### src/rtl/gsd_pkg.sv
`timescale 1ns/1ps
package gsd_pkg;

    localparam int CODE_W  = 7;
    localparam int MID_W   = 5;
    localparam int FRONT_W = 3;
    localparam int RAW_W   = 1 + FRONT_W + MID_W;
    localparam int STEP_10DB = 20;
    localparam int CODE_TOP  = 80;

    localparam logic [CODE_W-1:0] TOP_V  = CODE_W'(CODE_TOP);
    localparam logic [CODE_W-1:0] TIER_V = CODE_W'(STEP_10DB);
    localparam logic [CODE_W-1:0] TIER2_V = CODE_W'(2 * STEP_10DB);

    typedef struct packed {
        logic               back_on;
        logic [FRONT_W-1:0] front_oh;
        logic [MID_W-1:0]   mid_half;
    } stage_word_t;

    localparam stage_word_t IDLE_WORD = '{back_on: 1'b0, front_oh: 3'b001, mid_half: '0};

    typedef enum logic [1:0] {
        SRC_PIN     = 2'd0,
        SRC_REG_DEC = 2'd1,
        SRC_REG_RAW = 2'd2
    } src_mode_t;

    function automatic logic [CODE_W-1:0] clamp_code(input logic [CODE_W-1:0] c);
        return (c > TOP_V) ? TOP_V : c;
    endfunction

endpackage

### src/rtl/gsd_decode.sv
`timescale 1ns/1ps
module gsd_decode
    import gsd_pkg::*;
(
    input  logic [CODE_W-1:0] code,
    output stage_word_t       word
);
    logic [CODE_W-1:0] rest;

    always_comb begin
        rest          = clamp_code(code);
        word.back_on  = 1'b0;
        word.front_oh = 3'b001;
        if (rest >= TIER2_V) begin
            word.front_oh = 3'b100;
            rest          = rest - TIER2_V;
            if (rest > TIER_V) begin
                word.back_on = 1'b1;
                rest         = rest - TIER_V;
            end
        end else if (rest >= TIER_V) begin
            word.front_oh = 3'b010;
            rest          = rest - TIER_V;
        end
        word.mid_half = rest[MID_W-1:0];
    end
endmodule

### src/rtl/gsd_source_mux.sv
`timescale 1ns/1ps
module gsd_source_mux
    import gsd_pkg::*;
(
    input  logic              use_reg,
    input  logic              raw_mode,
    input  logic [CODE_W-1:0] pin_code,
    input  logic [RAW_W-1:0]  reg_word,
    output stage_word_t       cand
);
    localparam int LANES = 2;

    logic [CODE_W-1:0] lane_code [LANES];
    stage_word_t       lane_word [LANES];
    src_mode_t         mode;

    assign lane_code[0] = pin_code;
    assign lane_code[1] = reg_word[CODE_W-1:0];

    for (genvar g = 0; g < LANES; g++) begin : g_lane
        gsd_decode u_dec (
            .code (lane_code[g]),
            .word (lane_word[g])
        );
    end

    always_comb begin
        if (!use_reg)      mode = SRC_PIN;
        else if (raw_mode) mode = SRC_REG_RAW;
        else               mode = SRC_REG_DEC;
    end

    always_comb begin
        unique case (mode)
            SRC_PIN:     cand = lane_word[0];
            SRC_REG_DEC: cand = lane_word[1];
            SRC_REG_RAW: cand = stage_word_t'(reg_word);
            default:     cand = IDLE_WORD;
        endcase
    end
endmodule

### src/rtl/gsd_deglitch.sv
`timescale 1ns/1ps
module gsd_deglitch
    import gsd_pkg::*;
#(
    parameter int CNT_W     = 8,
    parameter bit FILTER_EN = 1'b1
) (
    input  logic             clk,
    input  logic             rst,
    input  logic             filt_off,
    input  logic [CNT_W-1:0] settle,
    input  stage_word_t      cand,
    output stage_word_t      held
);
    localparam logic [CNT_W-1:0] CNT_SAT = '1;

    if (FILTER_EN) begin : g_filter
        stage_word_t      seen_q;
        logic [CNT_W-1:0] cnt_q;
        logic [CNT_W-1:0] need;
        logic             same;

        assign need = (settle == '0) ? CNT_W'(1) : settle;
        assign same = (cand == seen_q);

        always_ff @(posedge clk) begin
            if (rst) begin
                seen_q <= IDLE_WORD;
                cnt_q  <= '0;
                held   <= IDLE_WORD;
            end else begin
                if (!same) begin
                    seen_q <= cand;
                    cnt_q  <= CNT_W'(1);
                end else if (cnt_q != CNT_SAT) begin
                    cnt_q <= cnt_q + CNT_W'(1);
                end
                if (filt_off)
                    held <= cand;
                else if (same && cnt_q >= need)
                    held <= seen_q;
            end
        end
    end else begin : g_direct
        always_ff @(posedge clk) begin
            if (rst) held <= IDLE_WORD;
            else     held <= cand;
        end
    end
endmodule

### src/rtl/gain_split_decoder.sv
`timescale 1ns/1ps
module gain_split_decoder
    import gsd_pkg::*;
#(
    parameter int CNT_W     = 8,
    parameter bit FILTER_EN = 1'b1
) (
    input  logic             clk,
    input  logic             rst,
    input  logic [6:0]       pin_code,
    input  logic [8:0]       reg_word,
    input  logic             use_reg,
    input  logic             raw_mode,
    input  logic             filt_off,
    input  logic [CNT_W-1:0] settle_cycles,
    output logic [2:0]       front_oh,
    output logic [4:0]       mid_half,
    output logic             back_on
);
    stage_word_t cand_word;
    stage_word_t out_word;

    gsd_source_mux u_mux (
        .use_reg  (use_reg),
        .raw_mode (raw_mode),
        .pin_code (pin_code),
        .reg_word (reg_word),
        .cand     (cand_word)
    );

    gsd_deglitch #(
        .CNT_W     (CNT_W),
        .FILTER_EN (FILTER_EN)
    ) u_filt (
        .clk      (clk),
        .rst      (rst),
        .filt_off (filt_off),
        .settle   (settle_cycles),
        .cand     (cand_word),
        .held     (out_word)
    );

    assign front_oh = out_word.front_oh;
    assign mid_half = out_word.mid_half;
    assign back_on  = out_word.back_on;
endmodule

### config.mk
export PLATFORM = sky130hd
export DESIGN_NAME = gain_split_decoder
export DESIGN_NICKNAME = d
export VERILOG_FILES = /design/src/rtl/gsd_pkg.sv /design/src/rtl/gsd_decode.sv /design/src/rtl/gsd_source_mux.sv /design/src/rtl/gsd_deglitch.sv /design/src/rtl/gain_split_decoder.sv
export SDC_FILE = /design/constraint.sdc
export NUM_CORES = 1
export LEC_CHECK = 0
export CORE_MARGIN = 1
export CORE_UTILIZATION = 55
export CTS_CLUSTER_SIZE = 10
export DETAILED_ROUTE_END_ITERATION = 10
export PLACE_DENSITY = 0.82
export SLEW_MARGIN = 5
export SYNTH_ARGS = -nofsm -noshare
export SYNTH_HDL_FRONTEND = slang
export SYNTH_HIERARCHICAL = 1
export SYNTH_SLANG_ARGS = --single-unit
### constraint.sdc
create_clock -name clk -period 9.1 [get_ports clk]
set_input_delay 2.275 -clock clk [delete_from_list [all_inputs] [get_ports clk]]
set_output_delay 2.275 -clock clk [all_outputs]
set_load 0.03 [all_outputs]
# == Yosys cells after proc, flatten, opt, wreduce, memory -nomap -nowiden ==
# Cells that the tools add are included.
# word_totals
elab_cells,59
inputBits,29
out_inout_bits,9
romBits,0
ram_bits,0
memories,0
latch_bits,0
ff_bits,26
# classes
n_reduce_logical,5
n_mul,0
shifts,0
order_cmp,9
n_eq_ne,5
bitwise_logic,1
n_addsub,7
div,0
muxes,24
# op_table
op,n
two-way mux 5 bit,6
case mux 9 bit (3 select lines),1
"subtractor 5 bit, second input constant",4
two-way mux 9 bit,2
">= comparator 7 x 5 -> 1 bit, second input constant",2
">= comparator 7 x 6 -> 1 bit, second input constant",2
"> comparator 7 x 5 -> 1 bit, second input constant",2
"> comparator 7 bit, second input constant",2
two-way mux 7 bit,2
"subtractor 7 x 6 -> 7 bit, second input constant",2
equality test 9 bit,1
"adder 8 x 1 -> 8 bit, second input constant",1
>= comparator 8 bit,1
zero test 8 bit,1
two-way mux 2 bit,4
two-way mux 8 bit,1
"inequality test 8 bit, second input constant",1
two-way mux 1 bit,6
two-way mux 3 bit,2
"equality test 2 x 1 -> 1 bit, second input constant",1
"equality test 2 bit, second input constant",1
zero test 2 bit,1
"inequality test 2 bit, second input constant",1
nonzero test 2 bit,1
other kinds (3),3

# == Logic depth before layout (Yosys ltp) ==
# logic_depth
ltp_word,11
ltp_mapped,18
mapped_depth_nobuf,17

# == Hierarchy ==
# The synthesis kept the hierarchy.
# modules_own_cells
mod,instances,cells_per_inst,area_per_inst_um2,seq_area_each_um2
gsd_deglitch,1,148,1381.3,520.5
gsd_decode,2,52,369.1,0.0
gsd_source_mux,1,30,198.9,0.0

# == Worst setup path before layout ==
# OpenSTA, ideal clock, no wires.
# synth_timing
kind,input -> register
start,input port reg_word[4]
end,register u_filt/held[0] (netlist bit)
setup_ps,87
stages,16
required_ps,9013
slack_ps,3940
path_buffers,1
arrival_ps,5073
cell_sequence,o21ai_2 nand2_1 ha_1 or3b_1 o21ai_2 o21ai_1 nor4bb_1 a211oi_2 mux2i_1 a21oi_1 xor2_1 nor3_1 and4_1 buf_6 a31oi_1 a221oi_2
# synth_rtl
item,line,rtl
"start, declared",gain_split_decoder.sv:11,"input logic [8:0] reg_word,"
"end signal, assigned",gsd_deglitch.sv:39,held <= cand;
"end signal, assigned",gsd_deglitch.sv:41,held <= seen_q;
"end, declared",gsd_deglitch.sv:13,output stage_word_t held

==> run metrics <==
Yosys top cell area share 0.2245; root buffer cell clkbuf_8; Die X 66.93 µm; Layout Nets 370; worst setup margin 2998 ps; Worst Tran Pin Value 820.8 ps; Slew headroom 0.4511; Seq/Total Area, Yosys 0.2245; share of cells above drive strength 1 0.09206; Vert. Die Dim 66.93 µm; most frequent cells in the layout clkdlybuf4s50_1, nor2_1, inv_1, dfxtp_1, ha_1; Final Hold Viols 0; status finished, final reports clean; H-tree Lvls 1; DR vias 2073; Overflow after GRT 0; Finished Layout Cells 365; core area 4029 µm²; Ports 38; TritonCTS clock tree yes; Sw Share 0.3210; Final GP Congestion 0.8116; min Tclk post-route 6102 ps; Num CTS Buffers 3; Avg Inst Size Synth 8.222 µm²; Post-synth top flop dfxtp_1; initial antenna violation count 0; CTS resizes 0; combinational share of power 0.356; Filler cells 342; most common cell after layout, fill and taps aside clkdlybuf4s50_1; critical hold path startpoint u_filt/held[5]$_SDFFE_PP1P_; Die ar. 4479 µm²; asr flop ratio synth 0; Max Cap Viol 0; CP max stage cell clkdlybuf4s50_1; worst r2r dst u_filt/held[1]$_SDFFE_PP0P_; RSZ-0062 raised after global routing no; vias in the first global route 1968; clk slew on worst S/H paths 80 ps; Lkg Pwr 0.001189 µW; Starting Density 0.5755; drt pass-1 iters 4; Buf+Inv Stages, Crit Path 1; worst vdd ir 0.09038 mV; critical path class input port to flip-flop; Clock Power Share 0.236; WHS Path Cells 2; switching power of the nets 98.84 µW; startpoint types input port; worst hold endpoint u_filt/held[5]$_SDFFE_PP1P_; Setup violations, final 0; worst r2r path cells 7; 1st-iter DRT viols 143; Int Pwr 209.1 µW; port bufs 37; Clock Skews 2.527 ps; site row count 23; All-Layer GR Usage 0.2467; post-synthesis register bit count 26; post-place instance area 2695 µm²; critical path's top delay family compound AO/OA/AOI/OAI gates; Syn Std Cell Area 2318 µm²; Detail Placement HPWL 3945 µm; CP Capture Type flip-flop; CTS sink count 26; crit path DAT 6270 ps; Final ANT Viol Nets 0; first-pass GRT wire length 8500 µm; Final Max Tran Viols 0; fmax 163.9 MHz; fin area 2750 µm²; CTS max path bufs 2; reg-to-reg setup timing slack 6880 ps; main area contributors after synthesis dfxtp_1, ha_1, mux2i_1; area grow syn2layout 18.62%; share of power burned in registers 0.408; Setup TNS Final 0 ps; Post-synth EDFFs 0; worst-path cell chain clkdlybuf4s50_1, o21ai_2, nand2_1, ha_1, or3b_1, o21ai_2, o21ai_1, nor4bb_1, a211oi_2, mux2i_1, a21oi_1, xor2_1, nor3_1, and4_1, a31oi_1, a221oi_2; # diodes 0; PwrDens 112.0 nW/µm²; CP dominant cell by count o21ai_2; Netlist cell types 45; Synth Instances 282; Ys Warns 6; Avg Vias per Cell 5.679; drt drc 0; routed wire length 5080 µm; Syn Nets 336; post-CTS setup buffers 0; WL/cell 13.92 µm; Post-CTS Hold Fix Bufs 0; Place WS 2797 ps; CP max stage delay 540 ps; largest net degree at the start of global routing 21; Skew-Pair Late Insertion Delay 270 ps; Hold/Removal Path Class flip-flop to flip-flop; Placed Cells incl. Taps 361; worst-path fanout max 11; Tcrit/Tclk final 0.6706; worst r2r src u_filt/g_filter.cnt_q[0]$_SDFFE_PP0P_; CP required 9270 ps; cell accounting for the most synthesized area dfxtp_1
cell families (layout without fill, tap and decap cells):
| kind of cell | count (synthesis) | in the layout | share of synthesized area |
|---|---|---|---|
| AO/OA/AOI/OAI | 76 | 76 | 0.2628 |
| XOR/XNOR | 17 | 17 | 0.06422 |
| flip-flops | 26 | 26 | 0.2245 |
| adder cells (fa/ha/maj) | 25 | 25 | 0.1349 |
| buffers and inverters | 37 | 70 | 0.07124 |
| multiplexers | 13 | 13 | 0.05612 |
| AND/OR/NAND/NOR | 88 | 88 | 0.1862 |
sequential cells by signal (all words and copies together) (netlist names):
name                    flops
u_filt/g_filter.seen_q      9
u_filt/held                 9
u_filt/g_filter.cnt_q       8
Yosys cell counts, types with 3 or more instances:
cell       n
o21a_1     4
xor2_1    10
o21ai_0   10
inv_1     27
dfxtp_1   26
nor3_1     5
and2_1     7
mux2i_1   13
nand2_1   17
a221oi_2   8
nand3_1    5
a31oi_1    9
a21oi_1   20
xnor2_1    7
nor2_1    34
ha_1      25
clkbuf_1   3
nand4_1    5
buf_6      3
o21ai_2    6
worst max path at each step:
stage	cells past startpoint	startpoint	slack [ps]	endpoint
global route	16	reg_word[5]	2640	u_filt/held[1]$_SDFFE_PP0P_
finish	16	reg_word[5]	3000	u_filt/held[8]$_SDFFE_PP0P_
floorplan	16	reg_word[4]	3940	u_filt/held[0]$_SDFFE_PP0P_
CTS	16	reg_word[5]	3060	u_filt/held[8]$_SDFFE_PP0P_
global placement	16	reg_word[5]	2860	u_filt/held[3]$_SDFFE_PP0P_
detailed placement	16	reg_word[5]	2800	u_filt/held[8]$_SDFFE_PP0P_
power groups by stage:
stage / clock, µW / sequential (µW) / combinational, µW
3_5_place_dp: 0 / 128 / 109
2_1_floorplan: 0 / 134 / 68.7
3_3_place_gp: 0 / 128 / 107
5_1_grt: 79.0 / 126 / 121
6_report: 72.5 / 126 / 110
4_1_cts: 75.5 / 126 / 109
stage by stage:
step / util / hold WS (ps) / power [µW]
after CTS: 0.6826 / 492.5 / 310.5
final: 0.6826 / 505.0 / 308.0
after global placement: 0.6689 / 474.5 / 235.2
after detailed placement: 0.6689 / 479.9 / 236.9
after global routing: 0.6826 / 521.3 / 326.0
after floorplan: - / 479.8 / 202.8
per-layer routing:
metal | GRT usage | share of wire | vias up | wire length, µm
met2 | 0.4179 | 0.47 | 55 | 2380
met3 | 0.04452 | 0.037 | 10 | 190
met5 | 0 | 0 | - | 0
met1 | 0.3001 | 0.47 | 936 | 2401
li1 | - | - | 1072 | -
met4 | 0.1090 | 0.021 | 0 | 107
cell type report:
cell class	instances	area, µm²	share of cell area
clock buffers	4	55.05	0.02002
multi-input cells	219	1633	0.5937
inverters	29	108.9	0.03958
flip-flops and latches	26	520.5	0.1893
well taps	50	62.56	0.02275
repair buffers	37	370.4	0.1347
tightest hold or removal path, delay by kind of cell (launching register included):
family             cells  cell delay (ps)
DFF                    1              310
AOI/OAI and AO/OA      2              150
Note: power is estimated with default switching activity, not from simulation.
